[src/rtl/alu_step_pkg.sv]
package alu_step_pkg;
  localparam int unsigned WORD_W = 16;
  localparam int unsigned CTRL_W = 6;

  typedef struct packed {
    logic clr_x;
    logic inv_x;
    logic clr_y;
    logic inv_y;
    logic do_sum;
    logic inv_res;
  } step_ctrl_t;
endpackage

[src/rtl/alu_operand_prep.sv]
module alu_operand_prep #(
  parameter int unsigned W = 16
) (
  input  logic [W-1:0] opnd_i,
  input  logic         clear_i,
  input  logic         invert_i,
  output logic [W-1:0] opnd_o
);
  logic [W-1:0] cleared;

  always_comb begin
    cleared = clear_i ? '0 : opnd_i;
    opnd_o  = invert_i ? ~cleared : cleared;
  end
endmodule

[src/rtl/alu_combine.sv]
module alu_combine #(
  parameter int unsigned W         = 16,
  parameter bit          RIPPLE_FA = 1'b1
) (
  input  logic [W-1:0] a_i,
  input  logic [W-1:0] b_i,
  input  logic         sum_sel_i,
  output logic [W-1:0] word_o
);
  logic [W-1:0] sum_w;

  generate
    if (RIPPLE_FA) begin : g_ripple
      logic [W:0] carry;
      assign carry[0] = 1'b0;
      for (genvar i = 0; i < W; i++) begin : g_fa
        logic half_s;
        assign half_s     = a_i[i] ^ b_i[i];
        assign sum_w[i]   = half_s ^ carry[i];
        assign carry[i+1] = (a_i[i] & b_i[i]) | (half_s & carry[i]);
      end
      logic carry_drop;
      assign carry_drop = carry[W];
    end else begin : g_behav
      assign sum_w = a_i + b_i;
    end
  endgenerate

  assign word_o = sum_sel_i ? sum_w : (a_i & b_i);
endmodule

[src/rtl/alu_result_stage.sv]
module alu_result_stage #(
  parameter int unsigned W = 16
) (
  input  logic [W-1:0] word_i,
  input  logic         invert_i,
  output logic [W-1:0] res_o,
  output logic         zero_o,
  output logic         neg_o
);
  localparam int unsigned MSB = W - 1;

  always_comb begin
    res_o  = invert_i ? ~word_i : word_i;
    zero_o = ~|res_o;
    neg_o  = res_o[MSB];
  end
endmodule

[src/rtl/alu_step_chain.sv]
module alu_step_chain
  import alu_step_pkg::*;
(
  input  logic [WORD_W-1:0] x_i,
  input  logic [WORD_W-1:0] y_i,
  input  logic [CTRL_W-1:0] ctrl_i,
  output logic [WORD_W-1:0] res_o,
  output logic              zero_o,
  output logic              neg_o
);
  step_ctrl_t        stp;
  logic [WORD_W-1:0] x_prep;
  logic [WORD_W-1:0] y_prep;
  logic [WORD_W-1:0] comb_word;

  assign stp = step_ctrl_t'(ctrl_i);

  alu_operand_prep #(.W(WORD_W)) x_prep_i (
    .opnd_i(x_i), .clear_i(stp.clr_x), .invert_i(stp.inv_x), .opnd_o(x_prep)
  );

  alu_operand_prep #(.W(WORD_W)) y_prep_i (
    .opnd_i(y_i), .clear_i(stp.clr_y), .invert_i(stp.inv_y), .opnd_o(y_prep)
  );

  alu_combine #(.W(WORD_W), .RIPPLE_FA(1'b1)) combine_i (
    .a_i(x_prep), .b_i(y_prep), .sum_sel_i(stp.do_sum), .word_o(comb_word)
  );

  alu_result_stage #(.W(WORD_W)) result_i (
    .word_i(comb_word), .invert_i(stp.inv_res),
    .res_o(res_o), .zero_o(zero_o), .neg_o(neg_o)
  );

  logic [WORD_W-1:0] sum_ref;
  always_comb begin
    sum_ref = x_i + y_i;
    AST_FLAGS_DISJOINT: assert (!(zero_o && neg_o));
    if (ctrl_i == 6'b101010) begin
      AST_CLR_X_ZERO: assert (res_o == '0 && zero_o);
    end
    if (ctrl_i == 6'b000010) begin
      AST_SUM_WRAPS: assert (res_o == sum_ref);
    end
    if (ctrl_i == 6'b000000) begin
      AST_AND_SUBSET: assert ((res_o & ~x_i) == '0);
    end
    if (ctrl_i == 6'b001101) begin
      AST_INV_RES_LAST: assert (res_o == ~x_i);
    end
    if (ctrl_i == 6'b001100) begin
      AST_PASS_X: assert (res_o == x_i);
    end
  end
endmodule

[config.mk]
export PLATFORM = sky130hd
export DESIGN_NAME = alu_step_chain
export DESIGN_NICKNAME = d
export VERILOG_FILES = /design/src/rtl/alu_step_pkg.sv /design/src/rtl/alu_operand_prep.sv /design/src/rtl/alu_combine.sv /design/src/rtl/alu_result_stage.sv /design/src/rtl/alu_step_chain.sv
export SDC_FILE = /design/constraint.sdc
export NUM_CORES = 1
export LEC_CHECK = 0
export ABC_AREA = 1
export BUFFER_PORTS_ARGS = -buffer_cell sky130_fd_sc_hd__buf_2
export CAP_MARGIN = 25
export CORE_ASPECT_RATIO = 1.25
export CORE_MARGIN = 8
export CORE_UTILIZATION = 55
export DETAILED_ROUTE_END_ITERATION = 16
export PLACE_DENSITY_LB_ADDON = 0.25
export REMOVE_ABC_BUFFERS = 1
export SYNTH_ARGS = -nofsm -noshare
export SYNTH_HDL_FRONTEND = slang
export SYNTH_SLANG_ARGS = --single-unit
export TNS_END_PERCENT = 50
[constraint.sdc]
create_clock -name vclk -period 16.9
set_input_delay 3.38 -clock vclk [all_inputs]
set_output_delay 3.38 -clock vclk [all_outputs]
set_load 0.01 [all_outputs]
==> out/metrics.cfg, run 1 <==
[job]
cap_violations = 0

[worst_setup_path]
cpPeakStageDelay_ns = 0.56
critPathKind = input pin to output port
critical_path_arrival_ns = 11.59
critPathSlowestCell = fa_1
crit_path_end_kind = output port
cp-start-kind = input pin
worst-path-max-fanout = 16
cpMostUsedCell = fa_1
cp.required_ns = 13.52

[pwr]
p_per_area_nw_per_um2 = 44.2
p_leak_nw = 1.24
irDropWorstVdd_uv = 28.0

[floorplanning]
ioPinCount = 56
die_w_um = 65.8
die-area_um2 = 5150
row_count = 22
design.core.area_um2 = 2950
start_util_pct = 57.9
fp.dieH_um = 78.2

[synthesis]
ys_top_cells_by_area = nand2_1 25%, fa_1 16%, xor2_1 16%
seq_area_frac_synth_pct = 0
ys_types = 17
synth_area_leader_cell = nand2_1
syn_avg_cell_area_um2 = 5.86
ys_warn_count = 0
syn-cell-area_um2 = 1700
syn_inst = 291
synth_top_area_share_pct = 24.7

[clock_tree]
cts_hold_buf = 0
cts.repair.resized = 0
postCtsSetupRepairBufs = 0

[detailed_routing]
drtIter0Drc = 70
drc = 0
ant_nets = 0
wl_per_cell_um = 10.7
wl_um = 3950
vias = 1705
vias_per_cell = 4.62
drtPass1Iterations = 4

[global_routing]
grt_pass1_vias = 1713
antenna_found_initial = 0
grt_overflow = 0
track_usage_pct = 15.9
grt_max_degree = 33
grt_pass1_wl_um = 6960

[worst_hold_path]
hold_class = input pin to output port

[timing]
finalSetupViolCount = 0
fin_setup_tns_ns = 0
fmax_mhz = 66.8
worst_slew_pin_slew_ns = 0.518
slew_headroom_pct = 65.4
slew_violations = 0
rsz0062_at_grt = false
period_needed_ns = 14.97
finalCritPeriodShare_pct = 88.6
hold_viol = 0
hold_slack_ns = 7.33

[placed_design]
hpwl_um = 3280
port_buffers = 56
gp_congestion = 0.789

[cells_and_area]
drive_gt1_share_pct = 18.3
diodes = 0
nNetsFinal = 403
layout_common_cells = 112 x nand2_1, 63 x inv_1, 56 x buf_2
fill_cells = 297
nFlopsAndLatches = 0
ff_latch_area_um2 = 0
final_util_pct = 65.9
area_delta_synth_final_pct = 13.9
clock_buffer_count = 0
layout_commonest_cell = nand2_1

[status]
status = finished clean

-- where the power goes --
group	total (mW)	switching, mW	internal, mW
logic	0.0857	0.0508	0.0349
registers	0	0	0
clock network	0	0	0
-- synthesized netlist by cell type --
library cell,count
nand3_1,20
nor2_1,5
or2_0,2
xor2_1,32
ha_1,16
clkbuf_1,2
buf_6,1
o21ai_1,5
o211ai_1,1
buf_2,5
nand2_1,112
inv_2,4
buf_4,6
fa_1,14
or2_1,2
or2_2,1
inv_1,63
-- worst paths after layout --
kind / to / slack (ns) / startpoint / depth (start not counted)
min: res_o[0] / 7.33 / ctrl_i[0] / 4
max: zero_o / 1.93 / ctrl_i[3] / 30
-- layout make-up --
type	instances	area, um^2	share of cell area (%)
multi-input combinational	210	1360	70.3
timing repair buffer	56	280	14.4
inverter	67	251	13.0
tap	36	45.0	2.32
-- worst max-delay path, delay by kind of cell --
| family | cells | cell delay, ns |
|---|---|---|
| adder cells (fa/ha/maj) | 15 | 6.74 |
| AND/OR/NAND/NOR | 8 | 0.64 |
| buffers and inverters | 5 | 0.57 |
| XOR/XNOR | 1 | 0.15 |
| AO/OA/AOI/OAI | 1 | 0.09 |
-- through the flow --
| stage | power [mW] | cell area [um^2] | std cells | worst slack (ns) |
|---|---|---|---|---|
| detailed placement | 0.0870 | 1940 | 369 | 1.87 |
| finish | 0.0857 | 1940 | 369 | 1.93 |
| CTS | 0.0872 | 1940 | 369 | 1.86 |
| floorplan | 0.0605 | 1620 | 277 | 2.52 |
| global placement | 0.0843 | 1940 | 369 | 2.02 |
| global route | 0.100 | 1940 | 369 | 1.40 |
-- layer usage --
metal  up-vias  part of all wire [%]  GRT usage, %
met5         -                     0             0
met4         0                     0          1.75
met3         0                   6.3          1.28
met2        44                    53          31.4
met1       750                    41          17.9
li1        911                     -             -
-- cell families after synthesis --
kind of cell,synth area share [%]
xor gates and xnor gates,16.4
AOI/OAI and AO/OA,1.91
adders and majority gates,28.2
and+or+nand+nor,33.5
buffers and inverters,20.0
Note: power is estimated with default switching activity, not from simulation.
==> inputs of run 2 (changes only) <==
- CELL_PAD_IN_SITES_DETAIL_PLACEMENT: not set -> 0
- CELL_PAD_IN_SITES_GLOBAL_PLACEMENT: not set -> 1
- CORE_UTILIZATION: 55 -> 36
- clock period: 16.9 -> 15.3 ns (I/O delays scaled with it)
==> out/metrics.cfg, run 2 (synthesis gave the netlist of run 1 again) <==
[status]
status = finished clean

[global_routing]
use_met2_pct = 25.1  ; -6.3 points
top_usage_layer = met2
grt_max_degree = 33  ; unchanged
use_met1_pct = 15.3  ; -2.6 points
grt_pass1_wl_um = 7690  ; +10%
grt_overflow = 0  ; unchanged
track_usage_pct = 12.7  ; -3.1 points
grt_pass1_vias = 1712  ; -0.058%
use_met3_pct = 0.872  ; -0.41 points
antenna_found_initial = 0  ; unchanged

[clock_tree]
cts.repair.resized = 0  ; unchanged
postCtsSetupRepairBufs = 0  ; unchanged
cts_hold_buf = 0  ; unchanged

[detailed_routing]
vias_per_cell = 4.28  ; -7.4%
vias = 1694  ; -0.65%
wl_um = 4570  ; +16%
wl_per_cell_um = 11.5  ; +7.9%
ant_nets = 0  ; unchanged
drtPass1Iterations = 4  ; unchanged
drc = 0  ; unchanged
drtIter0Drc = 67  ; -4.3%

[timing]
slew_headroom_pct = 62.5  ; -3.0 points
fin_setup_tns_ns = 0  ; unchanged
period_needed_ns = 14.27
slew_violations = 0  ; unchanged
hold_viol = 0  ; unchanged
finalSetupViolCount = 0  ; unchanged
worst_slew_pin_slew_ns = 0.563  ; +0.0448 ns
finalCritPeriodShare_pct = 93.3
rsz0062_at_grt = false
fmax_mhz = 70.1

[floorplanning]
die_w_um = 77.5  ; +18%
fp.dieH_um = 92.9  ; +19%
row_count = 28  ; +27%
die-area_um2 = 7210  ; +40%
ioPinCount = 56  ; unchanged
start_util_pct = 36.6  ; -21 points
design.core.area_um2 = 4660  ; +58%

[placed_design]
port_buffers = 56  ; unchanged
place_inst = 396  ; +7.3%
hpwl_um = 3780  ; +15%
dpl_cell_area_um2 = 1990  ; +2.7%
gp_congestion = 0.774  ; -1.9%

[cells_and_area]
final_util_pct = 42.8  ; -23 points
area_delta_synth_final_pct = 17.0
layout_common_cells = 112 x nand2_1, 63 x inv_1, 56 x buf_2
fin_area_um2 = 1990  ; +2.7%
drive_gt1_share_pct = 19.0  ; +0.73 points
finalNonFillerCells = 396  ; +7.3%
ff_latch_area_um2 = 0  ; unchanged
fill_cells = 539  ; +81%
nFlopsAndLatches = 0  ; unchanged
clock_buffer_count = 0  ; unchanged
multi_input_area_um2 = 1360  ; unchanged
nNetsFinal = 406  ; +0.74%
layout_commonest_cell = nand2_1
diodes = 0  ; unchanged

[worst_setup_path]
cp-start-kind = input pin
crit_family = adder cells
cpPeakStageDelay_ns = 0.54  ; -0.02 ns
critical_path_arrival_ns = 11.21  ; -0.38 ns
worst-path-max-fanout = 16  ; unchanged
cp_num_buf_inv = 5  ; unchanged
crit_path_end_kind = output port
cpMostUsedCell = fa_1
critPathKind = input pin to output port
cp.required_ns = 12.24  ; -1.28 ns
critPathSlowestCell = fa_1

[worst_hold_path]
hold_depth = 4  ; unchanged
hold_start = ctrl_i[0]
hold_class = input pin to output port
min_to = res_o[0]

[pwr]
finalPower_mw = 0.0962  ; +12%
p_leak_nw = 1.25  ; +1.2%
p_per_area_nw_per_um2 = 48.3  ; +9.2%
irDropWorstVdd_uv = 15.9  ; -43%

[job]
cap_violations = 0  ; unchanged

-- run 2: worst max-delay path by stage --
| stage | from | endpoint | cells after the start |
|---|---|---|---|
| 6_report | ctrl_i[5] | zero_o | 30 |
| 5_1_grt | ctrl_i[5] | zero_o | 30 |
| 4_1_cts | ctrl_i[5] | zero_o | 30 |
| 3_5_place_dp | ctrl_i[5] | zero_o | 30 |
| 3_3_place_gp | ctrl_i[5] | zero_o | 30 |
| 2_1_floorplan | ctrl_i[3] | zero_o | 28 |
-- run 2: cell type report --
cell class / instances / area share [%]
inverter: 67 / 12.6
multi-input combinational: 210 / 68.4
tap: 60 / 3.77
timing repair buffer: 59 / 15.2
-- run 2: where the power goes --
part | internal (mW) | switching, mW | leakage, nW
sequential | 0 | 0 | 0
clock | 0 | 0 | 0
combinational | 0.0392 | 0.0570 | 1.25
total | 0.0392 | 0.0570 | 1.25
-- run 2: metal layers --
layer | up-vias | routed length, um
li1 | 919 | -
met1 | 747 | 2080
met2 | 28 | 2390
met3 | 0 | 97
met4 | 0 | 0
met5 | - | 0
-- run 2: metrics by stage --
stage / hold WS [ns] / setup slack [ns]
after floorplan: 6.27 / 1.56
after global placement: 6.70 / 1.07
after detailed placement: 6.69 / 0.929
after CTS: 6.69 / 0.925
after global routing: 6.74 / 0.625
final: 6.68 / 1.03
